### src/rtl/binscale_pkg.sv
package binscale_pkg;

    // Output phase of the divider.
    typedef enum logic [1:0] {
        ST_LOAD = 2'd0,
        ST_LOW  = 2'd1,
        ST_HIGH = 2'd2
    } phase_e;

    // Number of input cycles in one output half-period.
    function automatic int unsigned half_len(input int unsigned pre,
                                             input int unsigned stages,
                                             input int unsigned set_bits);
        return pre << (stages - set_bits);
    endfunction

endpackage

### src/rtl/binscale_prediv.sv
module binscale_prediv #(
    parameter int unsigned PRE_DIV = 5
) (
    input  logic clk_i,
    input  logic rst_i,
    input  logic run_i,
    output logic tick_o
);
    localparam int unsigned CW = (PRE_DIV > 2) ? $clog2(PRE_DIV) : 1;
    localparam logic [CW-1:0] LAST = CW'(PRE_DIV - 1);

    logic [CW-1:0] cnt_q;

    always_ff @(posedge clk_i) begin
        if (rst_i || !run_i) begin
            cnt_q <= '0;
        end else if (cnt_q == LAST) begin
            cnt_q <= '0;
        end else begin
            cnt_q <= cnt_q + 1'b1;
        end
    end

    assign tick_o = run_i && (cnt_q == LAST);

endmodule

### src/rtl/binscale_halver.sv
module binscale_halver (
    input  logic clk_i,
    input  logic rst_i,
    input  logic bypass_i,
    input  logic en_i,
    output logic en_o
);
    logic half_q;

    // A bypassed stage is held clear, so it is ready when re-enabled.
    always_ff @(posedge clk_i) begin
        if (rst_i || bypass_i) begin
            half_q <= 1'b0;
        end else if (en_i) begin
            half_q <= ~half_q;
        end
    end

    assign en_o = bypass_i ? en_i : (en_i & half_q);

endmodule

### src/rtl/binscale_phase_fsm.sv
module binscale_phase_fsm
    import binscale_pkg::*;
#(
    parameter int unsigned NUM_STAGES = 3
) (
    input  logic                  clk_i,
    input  logic                  rst_i,
    input  logic                  half_tc_i,
    input  logic [NUM_STAGES-1:0] sel_q_i,
    output logic                  load_o,
    output logic [NUM_STAGES-1:0] active_sel_o,
    output logic                  div_o
);
    phase_e state_q;
    phase_e state_d;

    // State register.
    always_ff @(posedge clk_i) begin
        if (rst_i) begin
            state_q <= ST_LOAD;
        end else begin
            state_q <= state_d;
        end
    end

    // Next-state logic.
    always_comb begin
        state_d = state_q;
        unique case (state_q)
            ST_LOAD: state_d = ST_LOW;                        // T_START
            ST_LOW:  if (half_tc_i) state_d = ST_HIGH;        // T_RISE
            ST_HIGH: if (half_tc_i) state_d = ST_LOW;         // T_FALL
            default: state_d = ST_LOAD;
        endcase
    end

    // Registered outputs: divided clock and the selection in force.
    always_ff @(posedge clk_i) begin
        if (rst_i) begin
            div_o        <= 1'b0;
            active_sel_o <= '0;
        end else begin
            div_o <= (state_d == ST_HIGH);
            if ((state_q == ST_LOAD) || ((state_q == ST_HIGH) && half_tc_i)) begin
                active_sel_o <= sel_q_i;
            end
        end
    end

    assign load_o = (state_q == ST_LOAD);

endmodule

### src/rtl/binscale_clkdiv.sv
module binscale_clkdiv #(
    parameter int unsigned PRE_DIV    = 5,
    parameter int unsigned NUM_STAGES = 3
) (
    input  logic                  clk_i,
    input  logic                  rst_i,
    input  logic [NUM_STAGES-1:0] sel_i,
    output logic                  div_o
);
    logic [NUM_STAGES-1:0] sel_q;
    logic [NUM_STAGES-1:0] active_sel;
    logic [NUM_STAGES:0]   en_chain;
    logic                  in_load;
    logic                  pre_tick;

    // Select pins are sampled every cycle; they are used only at boundaries.
    always_ff @(posedge clk_i) begin
        sel_q <= sel_i;
    end

    binscale_prediv #(
        .PRE_DIV (PRE_DIV)
    ) u_prediv (
        .clk_i  (clk_i),
        .rst_i  (rst_i),
        .run_i  (!in_load),
        .tick_o (pre_tick)
    );

    assign en_chain[0] = pre_tick;

    for (genvar g = 0; g < NUM_STAGES; g++) begin : g_stage
        binscale_halver u_halver (
            .clk_i    (clk_i),
            .rst_i    (rst_i),
            .bypass_i (active_sel[g]),
            .en_i     (en_chain[g]),
            .en_o     (en_chain[g+1])
        );
    end

    binscale_phase_fsm #(
        .NUM_STAGES (NUM_STAGES)
    ) u_phase (
        .clk_i        (clk_i),
        .rst_i        (rst_i),
        .half_tc_i    (en_chain[NUM_STAGES]),
        .sel_q_i      (sel_q),
        .load_o       (in_load),
        .active_sel_o (active_sel),
        .div_o        (div_o)
    );

endmodule

### config.mk
export PLATFORM = sky130hd
export DESIGN_NAME = binscale_clkdiv
export DESIGN_NICKNAME = d
export VERILOG_FILES = /design/src/rtl/binscale_pkg.sv /design/src/rtl/binscale_prediv.sv /design/src/rtl/binscale_halver.sv /design/src/rtl/binscale_phase_fsm.sv /design/src/rtl/binscale_clkdiv.sv
export SDC_FILE = /design/constraint.sdc
export NUM_CORES = 1
export LEC_CHECK = 0
export BUFFER_PORTS_ARGS = -buffer_cell sky130_fd_sc_hd__buf_2
export CELL_PAD_IN_SITES_DETAIL_PLACEMENT = 0
export CELL_PAD_IN_SITES_GLOBAL_PLACEMENT = 1
export CORE_MARGIN = 2
export CORE_UTILIZATION = 44
export CTS_BUF_LIST = sky130_fd_sc_hd__clkbuf_8
export DETAILED_ROUTE_END_ITERATION = 6
export HOLD_SLACK_MARGIN = 0.1
export PLACE_DENSITY_LB_ADDON = 0.15
export SLEW_MARGIN = 20
export SYNTH_ARGS = -nofsm -noshare
export SYNTH_HDL_FRONTEND = slang
export SYNTH_SLANG_ARGS = --single-unit
### constraint.sdc
create_clock -name clk_i -period 1.8 [get_ports clk_i]
set_clock_uncertainty 0.05 [all_clocks]
set_input_delay 0.36 -clock clk_i [delete_from_list [all_inputs] [get_ports clk_i]]
set_output_delay 0.36 -clock clk_i [all_outputs]
set_load 0.03 [all_outputs]
After elaboration in Yosys (flattened, before gate mapping)
Cells that the tools add are included.
- add/sub/neg operators: 1
- equal/unequal tests: 4
- multiplexer cells: 6
- bitwise operators: 6
- reduce and logical (&&, ||, !) cells: 10
- operators with widths (operator ; number):
    $pmux 2 s3 ; 1
    $logic_or 1x1->1 ; 5
    $eq 2x2->1 const B ; 2
    $mux 2 ; 2
    $add 3x1->3 const B ; 1
    $and 1x1->1 ; 3
    $eq 3x3->1 const B ; 1
    $mux 1 ; 3
    $not 1->1 ; 3
    $eq 2x1->1 const B ; 1
    $logic_and 1x1->1 ; 2
    $logic_not 2->1 ; 1
    $reduce_or 2->1 ; 1
    $logic_not 1->1 ; 1
- register bits after elaboration: 15
- input port bits: 5
- output and inout bits: 1
- logic and storage cells: 35

Longest topological paths before layout
Gate-level depths: netlist of run 1.
- word-level depth: 12
- gate-level depth with buffers: 6
- gate-level depth less buffers: 6

Cells and area by module
From an unflattened synthesis of run 1, not the netlist that was laid out.
- cell total of the unflattened synthesis: 55
- area, all modules: 601.8 µm²
- by module, submodules not included (module ; times used ; cells an instance ; area an instance (µm²) ; sequential area each (µm²)):
    binscale_phase_fsm ; 1 ; 24 ; 249.0 ; 120.1
    binscale_prediv ; 1 ; 15 ; 150.1 ; 60.1
    binscale_halver ; 3 ; 4 ; 46.3 ; 20.0
    binscale_clkdiv ; 1 ; 4 ; 63.8 ; 60.1

Worst setup path before layout of run 1
No wires, ideal clock.
- kind: register to register
- start: reg u_prediv.cnt_q[0]
- end: reg u_phase.div_o
- library setup time: 70 ps
- arrival: 1224 ps
- required time: 1680 ps
- slack: 456 ps
- cell stages (with the launch flop): 7
- path buffers: 0
- period minus slack after synthesis: 1344 ps
- cells stage by stage: dfxtp_1 inv_1 ha_1 o211ai_4 nor3_2 or3_1 a21oi_1
- word-level cells in the longest chain between the ends: 11
- elaborated cells between the ends (all ways): 12
- classes of those cells: 2 x eq/ne; 6 x mux; 3 x bitwise; 1 x reduce/logical
- RTL lines (element ; RTL line ; source):
    start, declared ; binscale_prediv.sv:12 ; logic [CW-1:0] cnt_q;
    start signal, assigned ; binscale_prediv.sv:20 ; cnt_q <= cnt_q + 1'b1;
    $eq 3x3->1 * ; binscale_prediv.sv:24 ; assign tick_o = run_i && (cnt_q == LAST);
    $logic_and 1x1->1 * ; binscale_prediv.sv:24 ;
    $and 1x1->1 ; binscale_halver.sv:19 ; assign en_o = bypass_i ? en_i : (en_i & half_q);
    $mux 1 * ; binscale_halver.sv:19 ;
    $and 1x1->1 ; binscale_halver.sv:19 ;
    $mux 1 * ; binscale_halver.sv:19 ;
    $and 1x1->1 ; binscale_halver.sv:19 ;
    $mux 1 * ; binscale_halver.sv:19 ;
    $mux 2 (on tied branches) ; binscale_phase_fsm.sv:32, binscale_phase_fsm.sv:31 ;
    $pmux 2 s3 * ; binscale_phase_fsm.sv:29 ; unique case (state_q)
    $eq 2x2->1 * ; binscale_phase_fsm.sv:43 ; div_o <= (state_d == ST_HIGH);
    end signal, assigned ; binscale_phase_fsm.sv:43 ;
    end, declared ; binscale_phase_fsm.sv:12 ; output logic div_o
Every way passes the cells marked *; elsewhere a longest branch is shown, timed or not.
A chain may end at the register's enable or synchronous reset.

Final worst setup path of run 1
- start: reg u_prediv.cnt_q[0]
- end: reg u_phase.active_sel_o[0]
- word-level cells in the longest chain between the ends: 10
- RTL lines (element ; RTL line ; source):
    $eq 3x3->1 * ; binscale_prediv.sv:24 ;
    $logic_and 1x1->1 * ; binscale_prediv.sv:24 ;
    $and 1x1->1 ; binscale_halver.sv:19 ;
    $mux 1 * ; binscale_halver.sv:19 ;
    $and 1x1->1 ; binscale_halver.sv:19 ;
    $mux 1 * ; binscale_halver.sv:19 ;
    $and 1x1->1 ; binscale_halver.sv:19 ;
    $mux 1 * ; binscale_halver.sv:19 ;
    $logic_and 1x1->1 * ; binscale_phase_fsm.sv:44 ; if ((state_q == ST_LOAD) || ((state_q == ST_HIGH) && half_tc_i)) begin
    $logic_or 1x1->1 * ; binscale_phase_fsm.sv:44 ;
    end signal, assigned ; binscale_phase_fsm.sv:45 ; active_sel_o <= sel_q_i;
    end, declared ; binscale_phase_fsm.sv:11 ; output logic [NUM_STAGES-1:0] active_sel_o,
Marked as above.

==> results by group, run 1 <==
Worst setup path
  • Slowest CP cell: dfxtp_1
  • Max stage delay on crit path: 350 ps
  • Origin of the worst setup path: u_prediv.cnt_q[0]
  • CP top delay family: compound AO/OA/AOI/OAI gates
  • CP max FO: 4
  • CP Cell Sequence: inv_1 > ha_1 > o211ai_4 > nor2_1 > o21ai_2 > mux2i_1
  • WP buf/inv: 1
  • R2R Path Start: u_prediv.cnt_q[0]
  • Crit path kind: flop to flop
  • Data required time at the worst endpoint: 1920 ps
  • Worst setup EP type: flop
  • CP Launch Type: flop
  • Crit path arrival time: 1590 ps

Floorplanning
  • Die ar.: 0.001658 mm2
  • Die extent in x: 40.72 um
  • IO Count: 6
  • Die Y-Extent: 40.72 um
  • # rows: 13
  • Core ar.: 0.001285 mm2
  • Initial core utilization: 46.15%

Route
  • Via count: 398
  • Wire per inst: 10.49 um
  • Post-Route WL: 850 um
  • Via/cell ratio: 4.914
  • DRC Markers: 0
  • Drt initial violations: 6
  • Routed Antenna Nets: 0
  • Pre-antenna DRT Iters: 4

Clock network
  • Clock Tree Root: clkbuf_8
  • CTS sink cnt: 15
  • CTS Buf Count: 3
  • Worst-path clk slew: 60 ps
  • CTS tree: yes
  • Postcts setup bufs: 0
  • Hold_buf cts: 0
  • Post-CTS sizing: 0
  • CTS max path bufs: 2
  • H-tree lvl count: 1
  • Clk Latency, worst-skew pair: 240 ps

STA
  • Slew HR: 77.79%
  • Peak Freq: 0.6778 GHz
  • Max-slew violations: 0
  • Worst slew pin tran: 324.7 ps
  • Fin crit period: 1475 ps
  • Total negative slack: 0 ps
  • Setup violations, final: 0
  • Hold slack final: 165.1 ps
  • Fin crit share: 81.96%
  • Hold Fails Final Rpt: 0
  • RSZ-0062 raised after global routing: false

Finish
  • Fill count: 122
  • Post-layout nets: 74
  • Fin cells: 81
  • Proportion of layout cells with a drive suffix above 1: 16.67%
  • Ant diodes: 0
  • Area Overhead vs Synth: 14.35%
  • Design Area, Final: 678.2 um2

Yosys
  • Cells after Synth: 58
  • FF+latch count, synth: 15
  • Avg Cell Area, Syn: 10.23 um2
  • Syn_nets: 65
  • Post-Syn Area: 593.1 um2
  • Distinct cells, synth: 19
  • YS warnings: 0
  • Sequential share of the synthesized area: 50.63%

Global route
  • First-pass GRT wire length: 1621 um
  • Initial antenna violation count: 0
  • Total track usage: 15.66%
  • Vias in the first global route: 407
  • Pin count of the biggest net entering global routing: 16
  • GR Overflow Total: 0

Place
  • Detailed Place HPWL: 628.4 um
  • Routability cong.: 0.7036
  • Post-DP Area: 633.1 um2
  • Placed Cells: 77
  • PortBufs: 5

Worst hold path
  • HP Class: input pin to flop
  • Hold path start: sel_i[0]

Power
  • Max rail drop VDD: 0.0006376 V
  • Pwr Density: 943.8 mW/mm2
  • Leak pwr: 0.0002563 uW
  • Total power: 640.0 uW

Run
  • Max-Cap Viols: 0

Status
  • Status: complete, no violations
[cells in the mapped netlist]
library cell / number / area (um2)
dfxtp_1: 15 / 300.3
nor3_1: 4 / 20.02
o21ai_2: 1 / 8.760
xnor2_1: 2 / 17.52
nor2_1: 6 / 22.52
o211ai_4: 1 / 21.27
ha_1: 2 / 25.02
xor2_1: 1 / 8.760
a2111oi_0: 2 / 17.52
nand3_1: 1 / 5.000
inv_1: 4 / 15.01
o22ai_1: 1 / 6.260
clkbuf_1: 1 / 3.750
or3_1: 1 / 6.260
a21oi_1: 4 / 20.02
nor3_2: 1 / 10.01
mux2i_1: 4 / 40.04
nand2b_1: 6 / 37.54
o21bai_1: 1 / 7.510
[kinds of logic after synthesis]
group,synth area share (%)
compound gates,13.72
xor+xnor,4.431
fa+ha+maj,4.219
buf+inv,3.163
flops,50.63
mux,6.751
simple gates,17.09
[power breakdown]
| group | switching (uW) | internal, uW | leakage (uW) |
|---|---|---|---|
| Clock | 105 | 151 | 0.0000269 |
| Sequential | 8.10 | 344 | 0.000123 |
| Combinational | 17.1 | 15.6 | 0.000106 |
| Total | 130 | 510 | 0.000256 |
[state kept, by name (all words and copies together) (netlist names)]
| signal | count |
|---|---|
| sel_q | 3 |
| u_phase.active_sel_o | 3 |
| g_stage.u_halver.half_q | 3 |
| u_phase.div_o | 1 |
| u_phase.state_q | 2 |
| u_prediv.cnt_q | 3 |
[area by class of cell]
type | count | area, um2 | share of cell area (%)
Clock buffer | 3 | 41.29 | 6.089
Clock inverter | 1 | 3.754 | 0.5535
Inverter | 4 | 15.01 | 2.214
Multi-Input combinational cell | 38 | 274.0 | 40.41
Sequential cell | 15 | 300.3 | 44.28
Tap cell | 15 | 18.77 | 2.768
Timing Repair Buffer | 5 | 25.02 | 3.690
[worst reg2reg max path: stages (launching register included)]
cell	delay [ps]
dfxtp_1	350
inv_1	50
ha_1	250
o211ai_4	120
nor2_1	110
o21ai_2	240
mux2i_1	220
[final timing paths]
check	end	slack, ps	cells past startpoint
setup reg to reg	u_phase.active_sel_o[0]	320	6
hold reg to reg	g_stage[1].u_halver.half_q	400	1
setup / recovery	u_phase.active_sel_o[0]	320	6
hold / removal	sel_q[0]	170	1
[through the flow]
stage	util, %	setup WS, ps
floorplan	-	456.3
global placement	49.27	355.3
detailed placement	49.27	311.4
CTS	52.78	294.2
global route	52.78	162.7
finish	52.78	324.7
[layout by cell type, fill, tap and decap left out, drive strengths merged, types with 2 or more instances in the layout]
| cell | synthesis | layout |
|---|---|---|
| buf | 0 | 5 |
| a2111oi | 2 | 2 |
| mux2i | 4 | 4 |
| nor3 | 5 | 5 |
| a21oi | 4 | 4 |
| inv | 4 | 5 |
| nor2 | 6 | 6 |
| clkbuf | 1 | 3 |
| nand2b | 6 | 6 |
| dfxtp | 15 | 15 |
| ha | 2 | 2 |
| xnor2 | 2 | 2 |
[routing by layer]
metal  GRT usage [%]  wire (um)
met1           16.28        404
met2           25.79        392
met3           9.783         42
met4           5.000         10
met5               0          0
(Power assumes the default switching activity.)
==> run 2: changes to the inputs <==
--- a/config.mk
+++ b/config.mk
@@ -5,11 +5,12 @@
 export SDC_FILE = /design/constraint.sdc
 export NUM_CORES = 1
 export LEC_CHECK = 0
+export ABC_AREA = 1
 export BUFFER_PORTS_ARGS = -buffer_cell sky130_fd_sc_hd__buf_2
 export CELL_PAD_IN_SITES_DETAIL_PLACEMENT = 0
 export CELL_PAD_IN_SITES_GLOBAL_PLACEMENT = 1
 export CORE_MARGIN = 2
-export CORE_UTILIZATION = 44
+export CORE_UTILIZATION = 39
 export CTS_BUF_LIST = sky130_fd_sc_hd__clkbuf_8
 export DETAILED_ROUTE_END_ITERATION = 6
 export HOLD_SLACK_MARGIN = 0.1
==> constraint.sdc (replaced) <==
create_clock -name clk_i -period 1.2 [get_ports clk_i]
set_clock_uncertainty 0.05 [all_clocks]
set_input_delay 0.24 -clock clk_i [delete_from_list [all_inputs] [get_ports clk_i]]
set_output_delay 0.24 -clock clk_i [all_outputs]
set_load 0.03 [all_outputs]
==> run 2 against run 1 <==
Effect of this change:
- the flow now finishes with violations (setup timing)
- critical path depth is 3 higher
- non-clock buffer count increased by 10
- clock power rose by 48%
- sequential power increased by 49%
==> results by group, run 2 <==
Floorplanning
  • IO Count: 6 (unchanged)
  • # rows: 14 (was 13)
  • Die ar.: 0.001866 mm2 (was 0.001658 mm2)
  • Die Y-Extent: 43.20 um (was 40.72 um)
  • Core ar.: 0.001471 mm2 (was 0.001285 mm2)
  • Die extent in x: 43.20 um (was 40.72 um)
  • Initial core utilization: 40.73% (was 46.15%)

Status
  • Status: finished with violations (was complete, no violations)
  • Failing checks: setup timing

Yosys
  • Mux cell area share after synthesis: 0% (was 6.751%)
  • Syn_nets: 76 (was 65)
  • Distinct cells, synth: 17 (was 19)
  • Fraction of synthesized cell area in xor and xnor cells: 1.461% (was 4.430%)
  • FF+latch count, synth: 15 (unchanged)
  • Post-Synth Simple-Gate Area: 30.27% (was 17.09%)
  • Post-Syn Area: 599.3 um2 (was 593.1 um2)
  • Synth Flop Type: dfxtp_1 (unchanged)
  • Post-synth EDFFs: 0 (unchanged)
  • Synth Area in Compound Gates: 7.098% (was 13.71%)
  • Avg Cell Area, Syn: 8.686 um2 (was 10.23 um2)
  • Synth Area in Adders: 4.175% (was 4.219%)
  • Synth top area cells: dfxtp_1 (50%), nor2_1 (6.9%), nand2_1 (5.6%) (was dfxtp_1 (51%), mux2i_1 (6.8%), nand2b_1 (6.3%))
  • Async SR Flop Fraction: 0% (unchanged)
  • Dominant cell type by area after synthesis: dfxtp_1 (unchanged)
  • Most frequent cell after synthesis: dfxtp_1 (unchanged)
  • Sequential share of the synthesized area: 50.10% (was 50.63%)
  • Synth top area share: 50.10% (was 50.63%)
  • Main combinational cell family by area after synthesis: simple AND/OR/NAND/NOR gates (unchanged)
  • Leading cell types by count after synthesis: dfxtp_1 (15), nor2_1 (11), nand2_1 (9) (was dfxtp_1 (15), nand2b_1 (6), nor2_1 (6))
  • Cells after Synth: 69 (was 58)
  • YS warnings: 0 (unchanged)

Clock network
  • Clock Tree Root: clkbuf_8 (unchanged)
  • CTS tree: yes (unchanged)
  • Clk Latency, worst-skew pair: 240 ps (about the same)
  • CTS Buf Count: 3 (unchanged)
  • H-tree lvl count: 1 (unchanged)
  • CTS sink cnt: 15 (unchanged)
  • Worst-path clk slew: 50 ps (was 60 ps)
  • CTS max path bufs: 2 (unchanged)

STA
  • Hold slack final: 133.2 ps (was 165.1 ps)
  • Fin crit share: 112.9% (was 81.96%)
  • Final Worst Setup Slack: -154.8 ps (was 324.7 ps)
  • Max-slew violations: 0 (unchanged)
  • Hold Fails Final Rpt: 0 (unchanged)
  • Total negative slack: -946.8 ps (was 0 ps)
  • Peak Freq: 0.7381 GHz (was 0.6778 GHz)
  • Setup violations, final: 8 (was 0)
  • Slew HR: 77.54% (was 77.79%)
  • Worst slew pin tran: 335.7 ps (was 324.7 ps)
  • Fin crit period: 1355 ps (was 1475 ps)
  • RSZ-0062 raised after global routing: true (was false)

Worst setup path
  • Data required time at the worst endpoint: 1290 ps (was 1920 ps)
  • Most frequent CP cell: nand2_4
  • CP Launch Type: flop (unchanged)
  • Worst reg2reg setup slack: -150 ps (was 320 ps)
  • CP Cell Sequence: inv_2 > ha_4 > nand2_4 > inv_4 > nand2_4 > nor2_8 > nand4_4 > a21oi_2 > nor2_1 (was inv_1 > ha_1 > o211ai_4 > nor2_1 > o21ai_2 > mux2i_1)
  • CP top delay family: simple AND/OR/NAND/NOR gates (was compound AO/OA/AOI/OAI gates)
  • Worst setup EP type: flop (unchanged)
  • WP buf/inv: 2 (was 1)
  • CP max FO: 8 (was 4)
  • Max stage delay on crit path: 320 ps (was 350 ps)
  • Slowest CP cell: dfxtp_2 (was dfxtp_1)
  • Crit path kind: flop to flop (unchanged)
  • Crit path arrival time: 1440 ps (was 1590 ps)

Route
  • Routed Antenna Nets: 0 (unchanged)
  • Wire per inst: 9.606 um (was 10.49 um)
  • Via count: 460 (was 398)
  • Post-Route WL: 999 um (was 850 um)
  • Pre-antenna DRT Iters: 4 (unchanged)
  • Drt initial violations: 3 (was 6)
  • Via/cell ratio: 4.423 (was 4.914)
  • DRC Markers: 0 (unchanged)

Power
  • Pwr Density: 1197 mW/mm2 (was 943.8 mW/mm2)
  • Total power: 994.2 uW (was 640.0 uW)
  • Leak pwr: 0.0004099 uW (was 0.0002563 uW)
  • Max rail drop VDD: 0.0009267 V (was 0.0006376 V)

Global route
  • Pin count of the biggest net entering global routing: 9 (was 16)
  • Vias in the first global route: 449 (was 407)
  • Total track usage: 12.43% (was 15.66%)
  • Initial antenna violation count: 0 (unchanged)
  • GR Overflow Total: 0 (unchanged)
  • First-pass GRT wire length: 1704 um (was 1621 um)

Worst hold path
  • HP Class: input pin to flop (unchanged)

Place
  • Placed Cells: 96 (was 77)
  • Pre-CTS setup slack: -147.6 ps (was 311.4 ps)
  • Routability cong.: 0.6644 (was 0.7036)
  • PortBufs: 5 (unchanged)
  • Detailed Place HPWL: 711.6 um (was 628.4 um)

Finish
  • Fin cells: 104 (was 81)
  • Most frequent cells in the layout: dfxtp_1 (13), nor2_1 (11), nand2_1 (8) (was dfxtp_1 (15), nor2_1 (6), nand2b_1 (6))
  • Ant diodes: 0 (unchanged)
  • Most common cell after layout, fill and taps aside: dfxtp_1 (unchanged)
  • Proportion of layout cells with a drive suffix above 1: 39.77% (was 16.67%)
  • Area Overhead vs Synth: 38.62% (was 14.35%)
  • Fill count: 148 (was 122)
  • Post-layout nets: 96 (was 74)

Run
  • Max-Cap Viols: 0 (unchanged)
==> run 2: cell types whose count changed in the layout (fill, tap and decap cells not counted), sizes merged, moves of 3 or more <==
cell | previous run | this run
nor3 | 5 | 0
inv | 5 | 12
nand2 | 0 | 11
nand2b | 6 | 0
nor2 | 6 | 12
nand3 | 1 | 6
mux2i | 4 | 0
dlygate4sd3 | 0 | 3
buf | 5 | 12
==> run 2: repair_timing <==
action	in CTS	in global routing
cloned	0	0
setup endpoints to repair	8	9
hold endpoints to repair	3	0
setup buffers	0	1
pin swaps	1	8
hold buffers	3	0
gates resized for setup	2	9
==> run 2: path summary, 6_finish.rpt <==
path / cells after the start / start / end
worst max register to register: 9 / u_prediv.cnt_q[1] / u_phase.active_sel_o[2]
worst min register to register: 1 / u_phase.active_sel_o[0] / g_stage[0].u_halver.half_q
worst max-delay path: 9 / u_prediv.cnt_q[1] / u_phase.active_sel_o[2]
worst min-delay path: 2 / rst_i / u_phase.state_q[0]
==> run 2: kinds of logic (layout without fill, tap and decap cells) <==
kind of cell	after synthesis	in the layout
and+or+nand+nor	32	32
DFF	15	15
adders and majority gates	2	2
buffers and inverters	11	30
xor gates and xnor gates	1	1
AOI/OAI and AO/OA	8	8
==> run 2: cell type report <==
type | count | area, um2 | share of cell area (%)
timing repair buffer | 15 | 111.4 | 13.40
clock buffer | 3 | 41.29 | 4.970
clock inverter | 1 | 3.754 | 0.4518
tap | 16 | 20.02 | 2.410
multi-input combinational | 43 | 307.8 | 37.05
inverter | 11 | 43.79 | 5.271
sequential | 15 | 302.8 | 36.45
==> run 2: power by group <==
part | internal (uW) | switching [uW]
Clock | 226 | 153
Combinational | 42.5 | 47.8
Sequential | 517 | 8.28
==> run 2: worst register-to-register path: stages, from the launching register on <==
cell and delay, ps:
dfxtp_2 320, inv_2 60, ha_4 130, nand2_4 50
inv_4 60, nand2_4 60, nor2_8 140, nand4_4 170
a21oi_2 160, nor2_1 50
==> run 2: per-layer routing <==
| metal | vias to the layer above | wire length [um] | track usage (%) |
|---|---|---|---|
| li1 | 259 | - | - |
| met1 | 193 | 457 | 14.29 |
| met2 | 8 | 493 | 20.00 |
| met3 | 0 | 48 | 6.383 |
| met4 | 0 | 0 | 3.636 |
| met5 | - | 0 | 0 |
==> run 2: stage by stage <==
| step | cell area (um2) | utilization [%] |
|---|---|---|
| 2_1_floorplan | 619.3 | - |
| 3_3_place_gp | 709.4 | 48.21 |
| 3_5_place_dp | 709.4 | 48.21 |
| 4_1_cts | 788.3 | 53.57 |
| 5_1_grt | 830.8 | 56.46 |
| 6_report | 830.8 | 56.46 |
==> run 3: changes to the inputs <==
--- a/config.mk
+++ b/config.mk
@@ -14,7 +14,7 @@
 export CTS_BUF_LIST = sky130_fd_sc_hd__clkbuf_8
 export DETAILED_ROUTE_END_ITERATION = 6
 export HOLD_SLACK_MARGIN = 0.1
-export PLACE_DENSITY_LB_ADDON = 0.15
+export PLACE_DENSITY_LB_ADDON = 0.1
 export SLEW_MARGIN = 20
 export SYNTH_ARGS = -nofsm -noshare
 export SYNTH_HDL_FRONTEND = slang
==> run 3 against run 2 <==
Effect of this change:
- critical path type unchanged
- non-clock buffer count shrank 3
- hold slack gained 1.4 ps
- setup slack gained 9.8 ps
- the run still ends with setup timing left
- die area is the same
- largest cell class is now sequential cells
- critical endpoint is now u_phase.active_sel_o[1]
==> results by group, run 3 (synthesis gave the netlist of run 2 again) <==
Power
  • Max rail drop VDD: 0.0007919 V (was 0.0009267 V)
  • Leak pwr: 0.0003825 uW (was 0.0004099 uW)
  • Pwr Density: 1293 mW/mm2 (was 1197 mW/mm2)

Route
  • DRC Markers: 0 (unchanged)
  • Drt initial violations: 5 (was 3)
  • Wire per inst: 9.851 um (was 9.606 um)
  • Routed Antenna Nets: 0 (unchanged)
  • Via/cell ratio: 4.584 (was 4.423)
  • Pre-antenna DRT Iters: 3 (was 4)
  • Via count: 463 (was 460)
  • Post-Route WL: 995 um (was 999 um)

Place
  • Detailed Place HPWL: 724.8 um (was 711.6 um)
  • Routability cong.: 0.6877 (was 0.6644)
  • PortBufs: 5 (unchanged)
  • Post-DP Area: 694.4 um2 (was 709.4 um2)

Worst setup path
  • CP Launch Type: flop (unchanged)
  • Data required time at the worst endpoint: 1330 ps (was 1290 ps)
  • Crit path kind: flop to flop (unchanged)
  • CP max FO: 8 (unchanged)
  • Crit path arrival time: 1480 ps (was 1440 ps)
  • Worst setup EP type: flop (unchanged)

Clock network
  • CTS Buf Count: 3 (unchanged)
  • CTS sink cnt: 15 (unchanged)
  • Worst-path clk slew: 60 ps (was 50 ps)
  • Clk Latency, worst-skew pair: 240 ps (about the same)
  • CTS tree: yes (unchanged)
  • Postcts setup bufs: 0 (unchanged)
  • Clock Tree Root: clkbuf_8 (unchanged)
  • CTS max path bufs: 2 (unchanged)
  • H-tree lvl count: 1 (unchanged)

STA
  • Max-slew violations: 0 (unchanged)
  • Slew HR: 77.18% (was 77.54%)
  • Total negative slack: -819.2 ps (was -946.8 ps)
  • Hold Fails Final Rpt: 0 (unchanged)
  • Fin crit share: 112.1% (was 112.9%)
  • Fin crit period: 1345 ps (was 1355 ps)
  • Worst slew pin tran: 341.1 ps (was 335.7 ps)
  • Peak Freq: 0.7435 GHz (was 0.7381 GHz)
  • Setup violations, final: 8 (unchanged)
  • Final Worst Setup Slack: -145.0 ps (was -154.8 ps)
  • RSZ-0062 raised after global routing: true (unchanged)

Finish
  • Most common cell after layout, fill and taps aside: dfxtp_1 (unchanged)
  • Ant diodes: 0 (unchanged)
  • Design Area, Final: 783.3 um2 (was 830.8 um2)
  • Fin util: 53.23% (was 56.46%)
  • Most frequent cells in the layout: dfxtp_1 (14), nor2_1 (11), nand2_1 (8) (was dfxtp_1 (13), nor2_1 (11), nand2_1 (8))
  • Area Overhead vs Synth: 30.69% (was 38.62%)
  • Post-layout nets: 93 (was 96)
  • Proportion of layout cells with a drive suffix above 1: 34.12% (was 39.77%)

Floorplanning
  • Die extent in x: 43.20 um (unchanged)
  • Die ar.: 0.001866 mm2 (unchanged)
  • # rows: 14 (unchanged)
  • Core ar.: 0.001471 mm2 (unchanged)
  • IO Count: 6 (unchanged)
  • Initial core utilization: 40.73% (unchanged)
  • Die Y-Extent: 43.20 um (unchanged)

Global route
  • GR Overflow Total: 0 (unchanged)
  • Pin count of the biggest net entering global routing: 10 (was 9)
  • Total track usage: 12.50% (was 12.43%)
  • First-pass GRT wire length: 1676 um (was 1704 um)
  • Vias in the first global route: 433 (was 449)
  • Initial antenna violation count: 0 (unchanged)

Worst hold path
  • HP Class: input pin to flop (unchanged)

Status
  • Status: finished with violations (unchanged)
  • Failing checks: setup timing (unchanged)

Run
  • Max-Cap Viols: 0 (unchanged)
## run 3: changes by cell type in the layout (fill, tap and decap cells not counted), sizes merged
| cell | before | now |
|---|---|---|
| clkinv | 0 | 1 |
| inv | 12 | 11 |
| buf | 12 | 9 |
## run 3: per-layer routing
layer | wire length [um] | track usage (%) | vias up | share of wire [%]
li1 | - | - | 250 | -
met1 | 490 | 15.30 | 209 | 49
met2 | 478 | 20.00 | 4 | 48
met3 | 26 | 3.830 | 0 | 2.6
met4 | 0 | 5.455 | 0 | 0
met5 | 0 | 0 | - | 0
## run 3: through the flow
stage	instances	power, uW	hold slack (ps)	setup slack, ps
6_report	101	1013	134.6	-145.0
5_1_grt	101	1065	148.3	-233.9
4_1_cts	101	1027	135.3	-136.0
3_5_place_dp	94	607.6	294.1	-130.9
3_3_place_gp	94	607.5	292.5	-109.0
2_1_floorplan	69	583.5	217.7	-58.85
## run 3: repair_timing
item / in CTS / in global routing
pin swaps: 0 / 1
resized for setup: 1 / 3
endpoints found under the setup margin: 8 / 9
hold buffers: 3 / 0
hold endpoints to repair: 3 / 0
## run 3: final cells by class
cell class / instances / area, um2
Inverter: 11 / 41.29
Timing Repair Buffer: 12 / 85.08
Tap cell: 16 / 20.02
Clock buffer: 3 / 41.29
Fill cell: 147 / 688.2
Clock inverter: 1 / 5.005
Sequential cell: 15 / 301.5
Multi-Input combinational cell: 43 / 289.0
## run 3: path summary, 6_finish.rpt
check,start,cells past startpoint,slack (ps),end
max,u_prediv.cnt_q[0],10,-150,u_phase.active_sel_o[1]
min,rst_i,2,130,u_phase.state_q[0]
max reg2reg,u_prediv.cnt_q[0],10,-150,u_phase.active_sel_o[1]
min reg2reg,u_phase.active_sel_o[1],1,410,g_stage[1].u_halver.half_q
## run 3: where the power goes
| part | switching [uW] | internal, uW | total, uW |
|---|---|---|---|
| Combinational | 44.4 | 37.3 | 81.7 |
| Sequential | 9.77 | 516 | 526 |
| Clock | 176 | 229 | 405 |
## run 3: worst max-delay path, stage by stage, from the launching register on
cell	delay, ps
dfxtp_2	320
inv_2	60
ha_4	120
nand2_2	50
inv_2	70
nand2_4	60
nor2_8	120
nand4_4	160
nand3_1	110
nand2_1	50
nor2_1	90
